===== config.mk =====
export PLATFORM = sky130hd
export DESIGN_NAME = alu_bw_core
export DESIGN_NICKNAME = d
export VERILOG_FILES = /design/src/rtl/alu_bw_pkg.sv /design/src/rtl/alu_bw_addsub.sv /design/src/rtl/alu_bw_logic.sv /design/src/rtl/alu_bw_flagreg.sv /design/src/rtl/alu_bw_core.sv
export SDC_FILE = /design/constraint.sdc
export NUM_CORES = 1
export LEC_CHECK = 0
export BUFFER_PORTS_ARGS = -buffer_cell sky130_fd_sc_hd__buf_2
export CELL_PAD_IN_SITES_DETAIL_PLACEMENT = 0
export CELL_PAD_IN_SITES_GLOBAL_PLACEMENT = 1
export CORE_ASPECT_RATIO = 0.7
export CORE_UTILIZATION = 40
export CTS_CLUSTER_DIAMETER = 200
export CTS_CLUSTER_SIZE = 25
export DETAILED_ROUTE_END_ITERATION = 6
export GPL_TIMING_DRIVEN = 0
export PLACE_DENSITY_LB_ADDON = 0.08
export RECOVER_POWER = 50
export SLEW_MARGIN = 20
export SYNTH_ARGS = -nofsm -noshare
export SYNTH_HDL_FRONTEND = slang
export SYNTH_SLANG_ARGS = --single-unit

===== constraint.sdc =====
create_clock -name clk -period 12.2 [get_ports clk]
set_input_delay 3.66 -clock clk [delete_from_list [all_inputs] [get_ports clk]]
set_output_delay 3.66 -clock clk [all_outputs]
set_load 0.02 [all_outputs]

===== src/rtl/alu_bw_pkg.sv =====
package alu_bw_pkg;
  localparam int FLAG_W = 4;

  typedef enum logic [3:0] {
    OP_ADD  = 4'd0,
    OP_ADDC = 4'd1,
    OP_SUB  = 4'd2,
    OP_SUBC = 4'd3,
    OP_AND  = 4'd4,
    OP_OR   = 4'd5,
    OP_XOR  = 4'd6,
    OP_CMP  = 4'd7,
    OP_MOV  = 4'd8,
    OP_SEXT = 4'd9
  } op_e;

  localparam logic [3:0] OP_LAST = 4'd9;

  typedef struct packed {
    logic n;
    logic z;
    logic v;
    logic c;
  } flags_t;
endpackage


===== src/rtl/alu_bw_addsub.sv =====
module alu_bw_addsub #(
  parameter int W = 16
) (
  input  logic [W-1:0] a,
  input  logic [W-1:0] b,
  input  logic         sub,
  input  logic         cin,
  output logic [W-1:0] sum,
  output logic         cflag,
  output logic         ovf
);
  logic [W-1:0] bx;
  logic         ci;
  logic [W:0]   t;

  always_comb begin
    bx    = sub ? ~b : b;
    ci    = sub ? ~cin : cin;
    t     = {1'b0, a} + {1'b0, bx} + {{W{1'b0}}, ci};
    sum   = t[W-1:0];
    cflag = sub ? ~t[W] : t[W];
    ovf   = (a[W-1] == bx[W-1]) && (t[W-1] != a[W-1]);
  end
endmodule


===== src/rtl/alu_bw_logic.sv =====
module alu_bw_logic #(
  parameter int W = 16
) (
  input  logic [3:0]   op,
  input  logic [W-1:0] a,
  input  logic [W-1:0] b,
  output logic [W-1:0] res
);
  import alu_bw_pkg::*;

  always_comb begin
    unique case (op)
      OP_AND:  res = a & b;
      OP_OR:   res = a | b;
      OP_XOR:  res = a ^ b;
      OP_MOV:  res = b;
      default: res = a;
    endcase
  end
endmodule


===== src/rtl/alu_bw_flagreg.sv =====
module alu_bw_flagreg (
  input  logic                clk,
  input  logic                rst,
  input  logic                we,
  input  logic                valid,
  input  alu_bw_pkg::flags_t  d,
  output alu_bw_pkg::flags_t  q
);
  always_ff @(posedge clk) begin
    if (rst)              q <= '0;
    else if (we && valid) q <= d;
  end
endmodule


===== src/rtl/alu_bw_core.sv =====
module alu_bw_core #(
  parameter int DW = 16,
  parameter int BW = 8
) (
  input  logic          clk,
  input  logic          rst,
  input  logic [3:0]    op_i,
  input  logic          byte_i,
  input  logic          flag_we_i,
  input  logic [DW-1:0] a_i,
  input  logic [DW-1:0] b_i,
  output logic [DW-1:0] res_o,
  output logic [3:0]    flags_o
);
  import alu_bw_pkg::*;

  localparam int HW = DW - BW;

  flags_t        flags_q, flags_d;
  logic          is_arith, is_sub, use_cin, cin, lane_byte, valid;
  logic [DW-1:0] wsum, lres, fval, res_c;
  logic [BW-1:0] bsum;
  logic          wc, wv, bc, bv;

  always_comb begin
    is_arith  = (op_i == OP_ADD) || (op_i == OP_ADDC) || (op_i == OP_SUB) ||
                (op_i == OP_SUBC) || (op_i == OP_CMP);
    is_sub    = (op_i == OP_SUB) || (op_i == OP_SUBC) || (op_i == OP_CMP);
    use_cin   = (op_i == OP_ADDC) || (op_i == OP_SUBC);
    cin       = use_cin & flags_q.c;
    lane_byte = byte_i && (op_i != OP_SEXT);
    valid     = (op_i <= OP_LAST);
  end

  alu_bw_addsub #(.W(DW)) u_add_word (
    .a(a_i), .b(b_i), .sub(is_sub), .cin(cin),
    .sum(wsum), .cflag(wc), .ovf(wv)
  );

  alu_bw_addsub #(.W(BW)) u_add_byte (
    .a(a_i[BW-1:0]), .b(b_i[BW-1:0]), .sub(is_sub), .cin(cin),
    .sum(bsum), .cflag(bc), .ovf(bv)
  );

  alu_bw_logic #(.W(DW)) u_logic (
    .op(op_i), .a(a_i), .b(b_i), .res(lres)
  );

  always_comb begin
    if (is_arith)
      fval = lane_byte ? {a_i[DW-1:BW], bsum} : wsum;
    else if (op_i == OP_SEXT)
      fval = {{HW{a_i[BW-1]}}, a_i[BW-1:0]};
    else
      fval = lane_byte ? {a_i[DW-1:BW], lres[BW-1:0]} : lres;

    res_c = ((op_i == OP_CMP) || !valid) ? a_i : fval;

    flags_d.z = lane_byte ? (fval[BW-1:0] == '0) : (fval == '0);
    flags_d.n = lane_byte ? fval[BW-1] : fval[DW-1];
    flags_d.c = is_arith & (lane_byte ? bc : wc);
    flags_d.v = is_arith & (lane_byte ? bv : wv);
  end

  alu_bw_flagreg u_flags (
    .clk(clk), .rst(rst), .we(flag_we_i), .valid(valid),
    .d(flags_d), .q(flags_q)
  );

  assign res_o   = res_c;
  assign flags_o = flags_q;
endmodule


==> out/metrics.cfg, run 1 <==
[power]
clkPwrFrac_pct=13.3
p_total_w=0.000219
combPwrFrac_pct=80.3
p_int_w=0.000100
power_frac_seq_pct=6.4
power_switching_w=0.000119
switching_share_pct=54.3
p_leak_nw=1.50
peakVddDrop_uv=40.7
p_per_area_mw_per_mm2=64.9

[synthesis]
muxShareOfSynthArea_pct=5.52
synth_cells=423
yosys.area_share.simple_pct=18.2
synth.avg_cell_area_sq_um=6.91
synth_edf_count=0
async_flop_share_pct=0
yosysTopAreaCell=ha_1
synth.most_common_cell=ha_1
synthAdderAreaFrac_pct=21.5
synth-xor-area-share_pct=9.59
synthTopCellsByCount=47 x ha_1, 43 x a21oi_1, 40 x o21ai_0
synth_seq_cells=4
yosysUniqueCellTypes=63
yosys_warnings=0
synth_top_area_share_pct=20.1
synth_ff_type=dfxtp_1
ys_seq_area_share_pct=2.74
synth_area_sq_mm=0.00292
synth_compound_area_share_pct=34.3
synth_top_family_by_area=compound AO/OA/AOI/OAI gates
synth.area.top_cells=ha_1 20%, a21oi_1 7.4%, xnor2_1 6.9%, o21ai_0 6.9%, inv_1 5.0%
synth_nets=512

[floorplanning]
dieArea_sq_mm=0.00766
io-pin-count=60
die_w_um=104
die-height_um=73.5
start_util_pct=42.3
row_count=25
core-area_sq_mm=0.00691

[worst_setup_path]
crit_required_ps=8540
cp-end-kind=output pin
crit_start=op_i[1]
r2r_setup_slack_ps=8290
path_max_fanout=10
regToRegStartpoint=u_flags.q[0]
r2r-end=u_flags.q[2]
critPathArrivalTime_ps=8240
rr_worst_depth=14
critPathLaunchType=input port
endpoint=res_o[15]
worstSetupPathType=in2out

[sta]
period_needed_ps=11900
maxSlewViolCount=0
max-slew-margin-rel_pct=13.6
timing.fmax_mhz=84.0
final.setup_skew_ps=2.68
finalSetupViolCount=0
timing.final.crit_share_pct=97.5
hold_viol=0
fin_ws_ps=301
timing.hold.ws_ps=477
tightestPinTransition_ps=1280
rsz0062_at_grt=no
setup-tns-final_ps=0

[hold_path]
hp-class=reg2reg

[clock_network]
cts_tree=yes
cts_sinks=4
cts_buffer_depth=2
postCtsHoldBufs=0
cts_buffers=3
cts-root-buf=clkbuf_8
clk_latency_ps=220
clkTransAtPathRegs_ps=30
ctsHtreeMaxLevel=1
cts_setup_buffers=0

[global_route]
grt_max_degree=11
antenna_found_initial=0
grt_overflow_total=0
grt_pass1_wl_um=17000
grt_pass1_vias=3118
grt_usage_pct=28.9

[routing]
dr.pass1.iters=5
postRouteAntennaNets=0
vias=3486
drc=0
wirelength_um=11100
detail_route.iter0.violations=299
viasPerCell=6.02
wl_per_cell_um=19.1

[layout]
nNetsFinal=576
max_flop_register=u_flags.q
regArea_sq_um=80.1
diodes=0
multi_input_area_sq_mm=0.00261
final_cell_area_sq_mm=0.00338
largest_reg_flops=4
drive_gt1_share_pct=17.3
syn_to_final_growth_pct=15.5
top_regs=u_flags.q x4
nFillCells=742

[placement]
dp_slack_ps=-180
portBuffers=59
place_hpwl_um=8970
routabilityCongestion=0.888
place_area_sq_mm=0.00334

[flow_run]
maxCapViolCount=0

[run_status]
status=finished clean

layer usage:
metal / routed length, um / vias to the layer above / track usage [%]
met3: 1140 / 9 / 5.59
li1: - / 1676 / -
met1: 5580 / 1649 / 44.2
met2: 4240 / 152 / 41.6
met4: 90 / 0 / 4.44
met5: 0 / - / 0
logic make-up (layout without fill, tap and decap cells):
logic type	after synthesis	in the layout
DFF	4	4
AOI/OAI and AO/OA	157	157
buffers and inverters	59	121
adders and majority gates	49	49
xor gates and xnor gates	32	32
muxes	15	15
and+or+nand+nor	107	107
cells in the final DEF, fill, tap and decap left out, drive strengths merged, types with 7 or more instances in the layout:
cell type	Yosys	routed
mux2	9	9
xnor2	23	23
nand2	38	38
ha	47	47
xor2	9	9
o22ai	7	7
clkbuf	11	21
nor2	24	24
or3	8	8
buf	9	61
a21oi	43	43
o21ai	42	42
inv	39	39
nand2b	7	7
power groups by stage:
stage                     clock (W)  combinational (W)  sequential, W
after detailed placement          0           0.000172      0.0000142
final                     0.0000290           0.000176      0.0000141
after floorplan                   0           0.000117      0.0000148
after global routing      0.0000302           0.000193      0.0000142
after global placement            0           0.000171      0.0000143
after CTS                 0.0000288           0.000173      0.0000141
worst max-delay path, stage by stage:
cell and delay [ps]:
buf_2 140, buf_4 190, a21bo_2 240, nand2b_1 110, clkbuf_1 520, nor2_4 160
clkbuf_2 330, xnor2_1 220, fa_1 450, a21oi_1 350, nor3b_1 150, o21ai_0 200
nand2b_1 150, a311oi_1 520, xor2_1 190, a21oi_1 130, mux2_2 350, buf_2 160
worst min-delay path by stage:
| stage | startpoint | endpoint | slack (ps) | cells after the start |
|---|---|---|---|---|
| 2_1_floorplan | u_flags.q[1] | u_flags.q[1] | 520 | 2 |
| 3_3_place_gp | u_flags.q[1] | u_flags.q[1] | 460 | 2 |
| 3_5_place_dp | u_flags.q[1] | u_flags.q[1] | 460 | 2 |
| 4_1_cts | u_flags.q[1] | u_flags.q[1] | 470 | 2 |
| 5_1_grt | u_flags.q[1] | u_flags.q[1] | 500 | 2 |
| 6_report | u_flags.q[1] | u_flags.q[1] | 480 | 2 |
area by class of cell:
type,count,area share [%]
Multi-Input combinational cell,360,77.4
Sequential cell,4,2.37
Timing Repair Buffer,59,8.49
Tap cell,94,3.48
Clock buffer,3,1.22
Buffer,20,2.74
Inverter,39,4.34
through the flow:
step / utilization [%] / instances
finish: 48.8 / 579
global route: 48.8 / 579
CTS: 48.9 / 579
detailed placement: 48.3 / 576
global placement: 48.2 / 576
floorplan: - / 423
timing repair:
item | in CTS | in global routing
hold endpoints to repair | 0 | 0
resized for setup | 1 | 2
endpoints found under the setup margin | 3 | 4
Note: power is estimated with default switching activity, not from simulation.
==> inputs of run 2 (changes only) <==
Settings changed: PLACE_DENSITY set to 0.81, PLACE_DENSITY_LB_ADDON 0.08 to unset.
==> out/metrics.cfg, run 2 (same netlist as run 1, synthesis figures left out) <==
[run_status]
status=finished clean  ; unchanged

[placement]
routabilityCongestion=0.906  ; was 0.888
portBuffers=59  ; unchanged
dp_slack_ps=-145  ; was -180 ps
place_area_sq_mm=0.00334  ; unchanged
place_hpwl_um=8900  ; was 8970 um

[routing]
postRouteAntennaNets=0  ; unchanged
drc=0  ; unchanged
detail_route.iter0.violations=285  ; was 299
viasPerCell=6.11  ; was 6.02
wl_per_cell_um=19.1  ; about the same
dr.pass1.iters=5  ; unchanged
wirelength_um=11000  ; was 11100 um
vias=3540  ; was 3486

[hold_path]
worst_hold_path.num_cells=2  ; unchanged
hold_path_end=u_flags.q[1]  ; unchanged
hp-start=u_flags.q[1]  ; unchanged
hp-class=reg2reg  ; unchanged

[global_route]
grt_pass1_wl_um=16700  ; was 17000 um
grt_usage_pct=28.3  ; was 28.9%
grt_pass1_vias=2979  ; was 3118
grt_overflow_total=0  ; unchanged
grt_max_degree=11  ; unchanged
antenna_found_initial=0  ; unchanged

[worst_setup_path]
cp-end-kind=output pin  ; unchanged
r2r_setup_slack_ps=8340  ; was 8290 ps
crit_required_ps=8540  ; about the same
path_max_fanout=10  ; unchanged
regToRegStartpoint=u_flags.q[0]  ; unchanged
worstSetupPathType=in2out  ; unchanged
r2r-end=u_flags.q[2]  ; unchanged
rr_worst_depth=14  ; unchanged
critPathArrivalTime_ps=8290  ; was 8240 ps
critPathLaunchType=input port  ; unchanged

[clock_network]
cts_sinks=4  ; unchanged
cts_buffer_depth=2  ; unchanged
ctsHtreeMaxLevel=1  ; unchanged
cts_tree=yes  ; unchanged
postCtsHoldBufs=0  ; unchanged
cts-root-buf=clkbuf_8  ; unchanged
clk_latency_ps=220  ; about the same
clkTransAtPathRegs_ps=30  ; about the same
cts_buffers=3  ; unchanged

[floorplanning]
row_count=25  ; unchanged
dieArea_sq_mm=0.00766  ; unchanged
core-area_sq_mm=0.00691  ; unchanged
die_w_um=104  ; unchanged
die-height_um=73.5  ; unchanged
io-pin-count=60  ; unchanged
start_util_pct=42.3  ; unchanged

[sta]
tightestPinTransition_ps=1400  ; was 1280 ps
rsz0062_at_grt=no  ; unchanged
timing.final.crit_share_pct=98.0  ; was 97.5%
final.setup_skew_ps=2.13  ; was 2.68 ps
hold_viol=0  ; unchanged
finalSetupViolCount=0  ; unchanged
fin_ws_ps=249  ; was 301 ps
timing.fmax_mhz=83.7  ; was 84.0 MHz
setup-tns-final_ps=0  ; unchanged
max-slew-margin-rel_pct=5.87  ; was 13.6%
maxSlewViolCount=0  ; unchanged
period_needed_ps=11950  ; was 11900 ps

[layout]
fin_util_pct=48.9  ; was 48.8%
drive_gt1_share_pct=17.7  ; was 17.3%
final_cell_area_sq_mm=0.00338  ; about the same
diodes=0  ; unchanged
layout.cells.most_common=buf_2  ; unchanged
largest_reg_flops=4  ; unchanged
top_regs=u_flags.q x4  ; unchanged
syn_to_final_growth_pct=15.6  ; was 15.5%
final_cell_mix=60 x buf_2, 47 x ha_1, 43 x a21oi_1, 41 x o21ai_0, 39 x inv_1  ; was 59 x buf_2, 47 x ha_1, 43 x a21oi_1, 41 x o21ai_0, 39 x inv_1
nNetsFinal=576  ; unchanged
max_flop_register=u_flags.q  ; unchanged

[power]
peakVddDrop_uv=50.4  ; was 40.7 uV
p_per_area_mw_per_mm2=64.6  ; was 64.9 mW/mm^2
p_total_w=0.000218  ; was 0.000219 W
p_leak_nw=1.50  ; about the same

[flow_run]
maxCapViolCount=0  ; unchanged

-- run 2: cell count changes in the layout (fill, tap and decap cells not counted), sizes merged --
cell	change
buf	+1
clkbuf	-1
-- run 2: layout make-up --
cell class | instances | area (sq um)
Fill cell | 758 | 3540
Sequential cell | 4 | 80.1
Tap cell | 94 | 118
Buffer | 20 | 92.6
Clock buffer | 3 | 41.3
Inverter | 39 | 146
Timing Repair Buffer | 59 | 288
Multi-Input combinational cell | 360 | 2610
-- run 2: how the worst max path moves through the flow --
stage	start	endpoint	slack, ps
2_1_floorplan	op_i[2]	res_o[12]	1030
3_3_place_gp	op_i[1]	res_o[15]	-180
5_1_grt	op_i[1]	res_o[15]	20
6_report	op_i[1]	res_o[15]	250
3_5_place_dp	op_i[1]	res_o[15]	-150
4_1_cts	op_i[1]	res_o[15]	60
-- run 2: through the flow --
step	hold WS, ps	std cells
after floorplan	524	423
after global placement	441	576
after detailed placement	463	576
after CTS	471	579
after global routing	499	579
final	463	579
-- run 2: what timing repair did --
action	4_1_cts	5_1_grt
resized for setup	1	2
endpoints found under the setup margin	1	4
buffers inserted	0	0
gates cloned	0	0
-- run 2: critical path, cell delays in order --
cell	delay (ps)
buf_2	150
buf_4	210
a21bo_2	170
nand2b_1	80
clkbuf_1	280
nor2_2	450
clkbuf_2	420
xnor2_1	140
fa_1	450
a21oi_1	370
nor3b_1	160
o21ai_0	250
nand2b_1	160
a311oi_1	510
xor2_1	190
a21oi_1	110
mux2_2	350
buf_2	170
-- run 2: where the power goes --
group | leakage (nW) | internal [W] | switching [W] | total (W)
registers | 0.0325 | 0.0000137 | 0.000000414 | 0.0000141
clock network | 0.0216 | 0.0000211 | 0.00000726 | 0.0000283
logic | 1.45 | 0.0000657 | 0.000110 | 0.000176
-- run 2: routing by layer --
metal | wire [um] | share of wire, % | vias to the layer above | global-route usage [%]
li1 | - | - | 1681 | -
met1 | 5310 | 48 | 1647 | 43.4
met5 | 0 | 0 | - | 0
met3 | 1370 | 12 | 14 | 6.12
met4 | 83 | 0.75 | 0 | 3.17
met2 | 4270 | 39 | 198 | 40.4
==> inputs of run 3 (changes only) <==
Settings changed: ABC_AREA set to 1, CORE_UTILIZATION 40 to 38, PLACE_DENSITY 0.81 to 0.82.
==> out/metrics.cfg, run 3 <==
[global_route]
grt_pass1_vias=3382  ; was 2979
grt_pass1_wl_um=16500  ; was 16700 um
antenna_found_initial=0  ; unchanged
grt_overflow_total=0  ; unchanged
grt_max_degree=11  ; unchanged
grt_usage_pct=24.7  ; was 28.3%

[synthesis]
synth-xor-area-share_pct=5.34  ; was 9.59%
async_flop_share_pct=0  ; unchanged
synth_area_sq_mm=0.00312  ; was 0.00292 sq mm
synth.most_common_cell=nand2_1  ; was ha_1
synthAdderAreaFrac_pct=20.2  ; was 21.5%
synth_compound_area_share_pct=15.2  ; was 34.3%
synth_nets=675  ; was 512
yosysUniqueCellTypes=38  ; was 63
synth_top_area_share_pct=25.1  ; was 20.1%
ys_seq_area_share_pct=2.57  ; was 2.74%
synth_cells=586  ; was 423
yosysTopAreaCell=nand2_1  ; was ha_1
synthTopCellsByCount=208 x nand2_1, 90 x inv_1, 47 x ha_1, 47 x nor2_1  ; was 47 x ha_1, 43 x a21oi_1, 40 x o21ai_0
muxShareOfSynthArea_pct=0.321  ; was 5.52%
synth_seq_cells=4  ; unchanged
synth_edf_count=0  ; unchanged
synth_top_family_by_area=simple AND/OR/NAND/NOR gates  ; was compound AO/OA/AOI/OAI gates
synth.avg_cell_area_sq_um=5.32  ; was 6.91 sq um
yosys_warnings=0  ; unchanged
synth_ff_type=dfxtp_1  ; unchanged
yosys.area_share.simple_pct=42.4  ; was 18.2%
synth.area.top_cells=nand2_1 25%, ha_1 19%, inv_1 11%, nor2_1 5.7%, nand3_1 5.6%  ; was ha_1 20%, a21oi_1 7.4%, xnor2_1 6.9%, o21ai_0 6.9%, inv_1 5.0%

[layout]
drive_gt1_share_pct=13.4  ; was 17.7%
syn_to_final_growth_pct=15.6  ; about the same
diodes=0  ; unchanged
final_cell_mix=208 x nand2_1, 90 x inv_1, 55 x buf_2, 47 x nor2_1, 47 x ha_1  ; was 60 x buf_2, 47 x ha_1, 43 x a21oi_1, 41 x o21ai_0, 39 x inv_1
max_flop_register=u_flags.q  ; unchanged
top_regs=u_flags.q x4  ; unchanged
nNetsFinal=739  ; was 576
largest_reg_flops=4  ; unchanged
layout.cells.most_common=nand2_1  ; was buf_2

[sta]
fin_ws_ps=797  ; was 249 ps
maxSlewViolCount=0  ; unchanged
tightestPinTransition_ps=827  ; was 1400 ps
finalSetupViolCount=0  ; unchanged
timing.fmax_mhz=87.7  ; was 83.7 MHz
rsz0062_at_grt=no  ; unchanged
timing.final.crit_share_pct=93.5  ; was 98.0%
hold_viol=0  ; unchanged
max-slew-margin-rel_pct=44.9  ; was 5.87%
period_needed_ps=11400  ; was 11950 ps
final.setup_skew_ps=0.907  ; was 2.13 ps
setup-tns-final_ps=0  ; unchanged

[routing]
wirelength_um=10400  ; was 11000 um
vias=3834  ; was 3540
viasPerCell=5.12  ; was 6.11
dr.pass1.iters=5  ; unchanged
postRouteAntennaNets=0  ; unchanged
drc=0  ; unchanged
detail_route.iter0.violations=233  ; was 285
wl_per_cell_um=13.9  ; was 19.1 um

[clock_network]
cts_buffer_depth=2  ; unchanged
cts_setup_buffers=0  ; unchanged
ctsHtreeMaxLevel=1  ; unchanged
cts_sinks=4  ; unchanged
cts_resized=0  ; was 1
postCtsHoldBufs=0  ; unchanged
cts_buffers=3  ; unchanged
cts_tree=yes  ; unchanged
clk_latency_ps=220  ; about the same
cts-root-buf=clkbuf_16  ; was clkbuf_8
clkTransAtPathRegs_ps=30  ; about the same

[worst_setup_path]
rr_worst_depth=19  ; was 14
critPathArrivalTime_ps=7740  ; was 8290 ps
crit_top_cell=nand2_1
crit_slowest_cell=clkbuf_1  ; was a311oi_1
cp-end-kind=output pin  ; unchanged
critPathMaxStageDelay_ps=670  ; was 510 ps
r2r-end=u_flags.q[2]  ; unchanged
r2r_setup_slack_ps=9020  ; was 8340 ps
crit_required_ps=8540  ; about the same
critPathLaunchType=input port  ; unchanged
regToRegStartpoint=u_flags.q[0]  ; unchanged
worstSetupPathType=in2out  ; unchanged
path_max_fanout=10  ; unchanged

[floorplanning]
row_count=27  ; was 25
io-pin-count=60  ; unchanged
die-height_um=77.8  ; was 73.5 um
start_util_pct=39.4  ; was 42.3%
die_w_um=110  ; was 104 um
core-area_sq_mm=0.00791  ; was 0.00691 sq mm
dieArea_sq_mm=0.00857  ; was 0.00766 sq mm

[power]
p_int_w=0.000113  ; was 0.000100 W
peakVddDrop_uv=103  ; was 50.4 uV
switching_share_pct=52.1  ; was 54.0%
p_leak_nw=2.12  ; was 1.50 nW
power_frac_seq_pct=5.9  ; was 6.5%
combPwrFrac_pct=72.7  ; was 80.6%
clkPwrFrac_pct=21.4  ; was 13.0%
power_switching_w=0.000123  ; was 0.000118 W
p_per_area_mw_per_mm2=65.5  ; was 64.6 mW/mm^2

[placement]
place_hpwl_um=8610  ; was 8900 um
dp_slack_ps=1140  ; was -145 ps
portBuffers=59  ; unchanged
routabilityCongestion=0.932  ; was 0.906

[hold_path]
hp-class=reg2reg  ; unchanged
worst_hold_path.num_cells=2  ; unchanged
hp-start=u_flags.q[3]  ; was u_flags.q[1]
hold_path_end=u_flags.q[3]  ; was u_flags.q[1]

[run_status]
status=finished clean  ; unchanged

[flow_run]
maxCapViolCount=0  ; unchanged

## run 3: cell types whose count changed in the layout (fill, tap and decap cells not counted), moves of 10 or more
cell	before	now
inv_1	39	90
nor2_1	22	47
nand3_1	6	35
inv_2	0	10
a21oi_1	43	26
o21ai_1	1	17
xnor2_1	23	1
nand2_1	37	208
## run 3: cell type report
| type | count | area, sq um |
|---|---|---|
| Sequential cell | 4 | 80.1 |
| Buffer | 10 | 50.0 |
| Inverter | 101 | 384 |
| Tap cell | 101 | 126 |
| Multi-Input combinational cell | 471 | 2600 |
| Timing Repair Buffer | 59 | 285 |
| Clock buffer | 3 | 75.1 |
| Fill cell | 913 | 4300 |
## run 3: kinds of logic (layout without fill, tap and decap cells)
kind of cell             count (synthesis)  count (layout)
buffers and inverters                  111             173
multiplexers                             1               1
flip-flops                               4               4
AND/OR/NAND/NOR                        313             313
AO/OA/AOI/OAI                           89              89
adder cells (fa/ha/maj)                 49              49
XOR/XNOR                                19              19
## run 3: worst max-delay path by stage
stage | from | to
after floorplan | op_i[3] | res_o[14]
final | op_i[3] | res_o[14]
after global routing | op_i[3] | res_o[10]
after global placement | op_i[3] | res_o[14]
after CTS | op_i[3] | res_o[14]
after detailed placement | op_i[3] | res_o[14]
## run 3: worst max-delay path: cells and delay by family
family,cells,cell delay [ps]
adders and majority gates,2,920
buffers and inverters,6,1360
AOI/OAI and AO/OA,1,100
and+or+nand+nor,15,1500
xor gates and xnor gates,1,200
## run 3: layer usage
layer | track usage [%] | up-vias | routed length (um)
li1 | - | 1965 | -
met5 | 0 | - | 0
met1 | 37.5 | 1741 | 5380
met2 | 38.4 | 124 | 4280
met4 | 2.11 | 0 | 63
met3 | 1.93 | 4 | 700
## run 3: metrics by stage
step / hold slack (ps) / util, % / total power (W) / instances / cell area [sq um]
floorplan: 536 / - / 0.000133 / 586 / 3120
global placement: 452 / 44.8 / 0.000182 / 746 / 3540
detailed placement: 459 / 44.8 / 0.000184 / 746 / 3540
CTS: 464 / 45.7 / 0.000236 / 749 / 3610
global route: 498 / 45.6 / 0.000260 / 749 / 3600
finish: 464 / 45.6 / 0.000236 / 749 / 3600
## run 3: power groups by stage
stage / clock network, W / logic (W) / registers, W
after floorplan: 0 / 0.000119 / 0.0000147
after global placement: 0 / 0.000168 / 0.0000141
after CTS: 0.0000513 / 0.000171 / 0.0000139
final: 0.0000505 / 0.000171 / 0.0000140
after global routing: 0.0000524 / 0.000194 / 0.0000140
after detailed placement: 0 / 0.000170 / 0.0000141
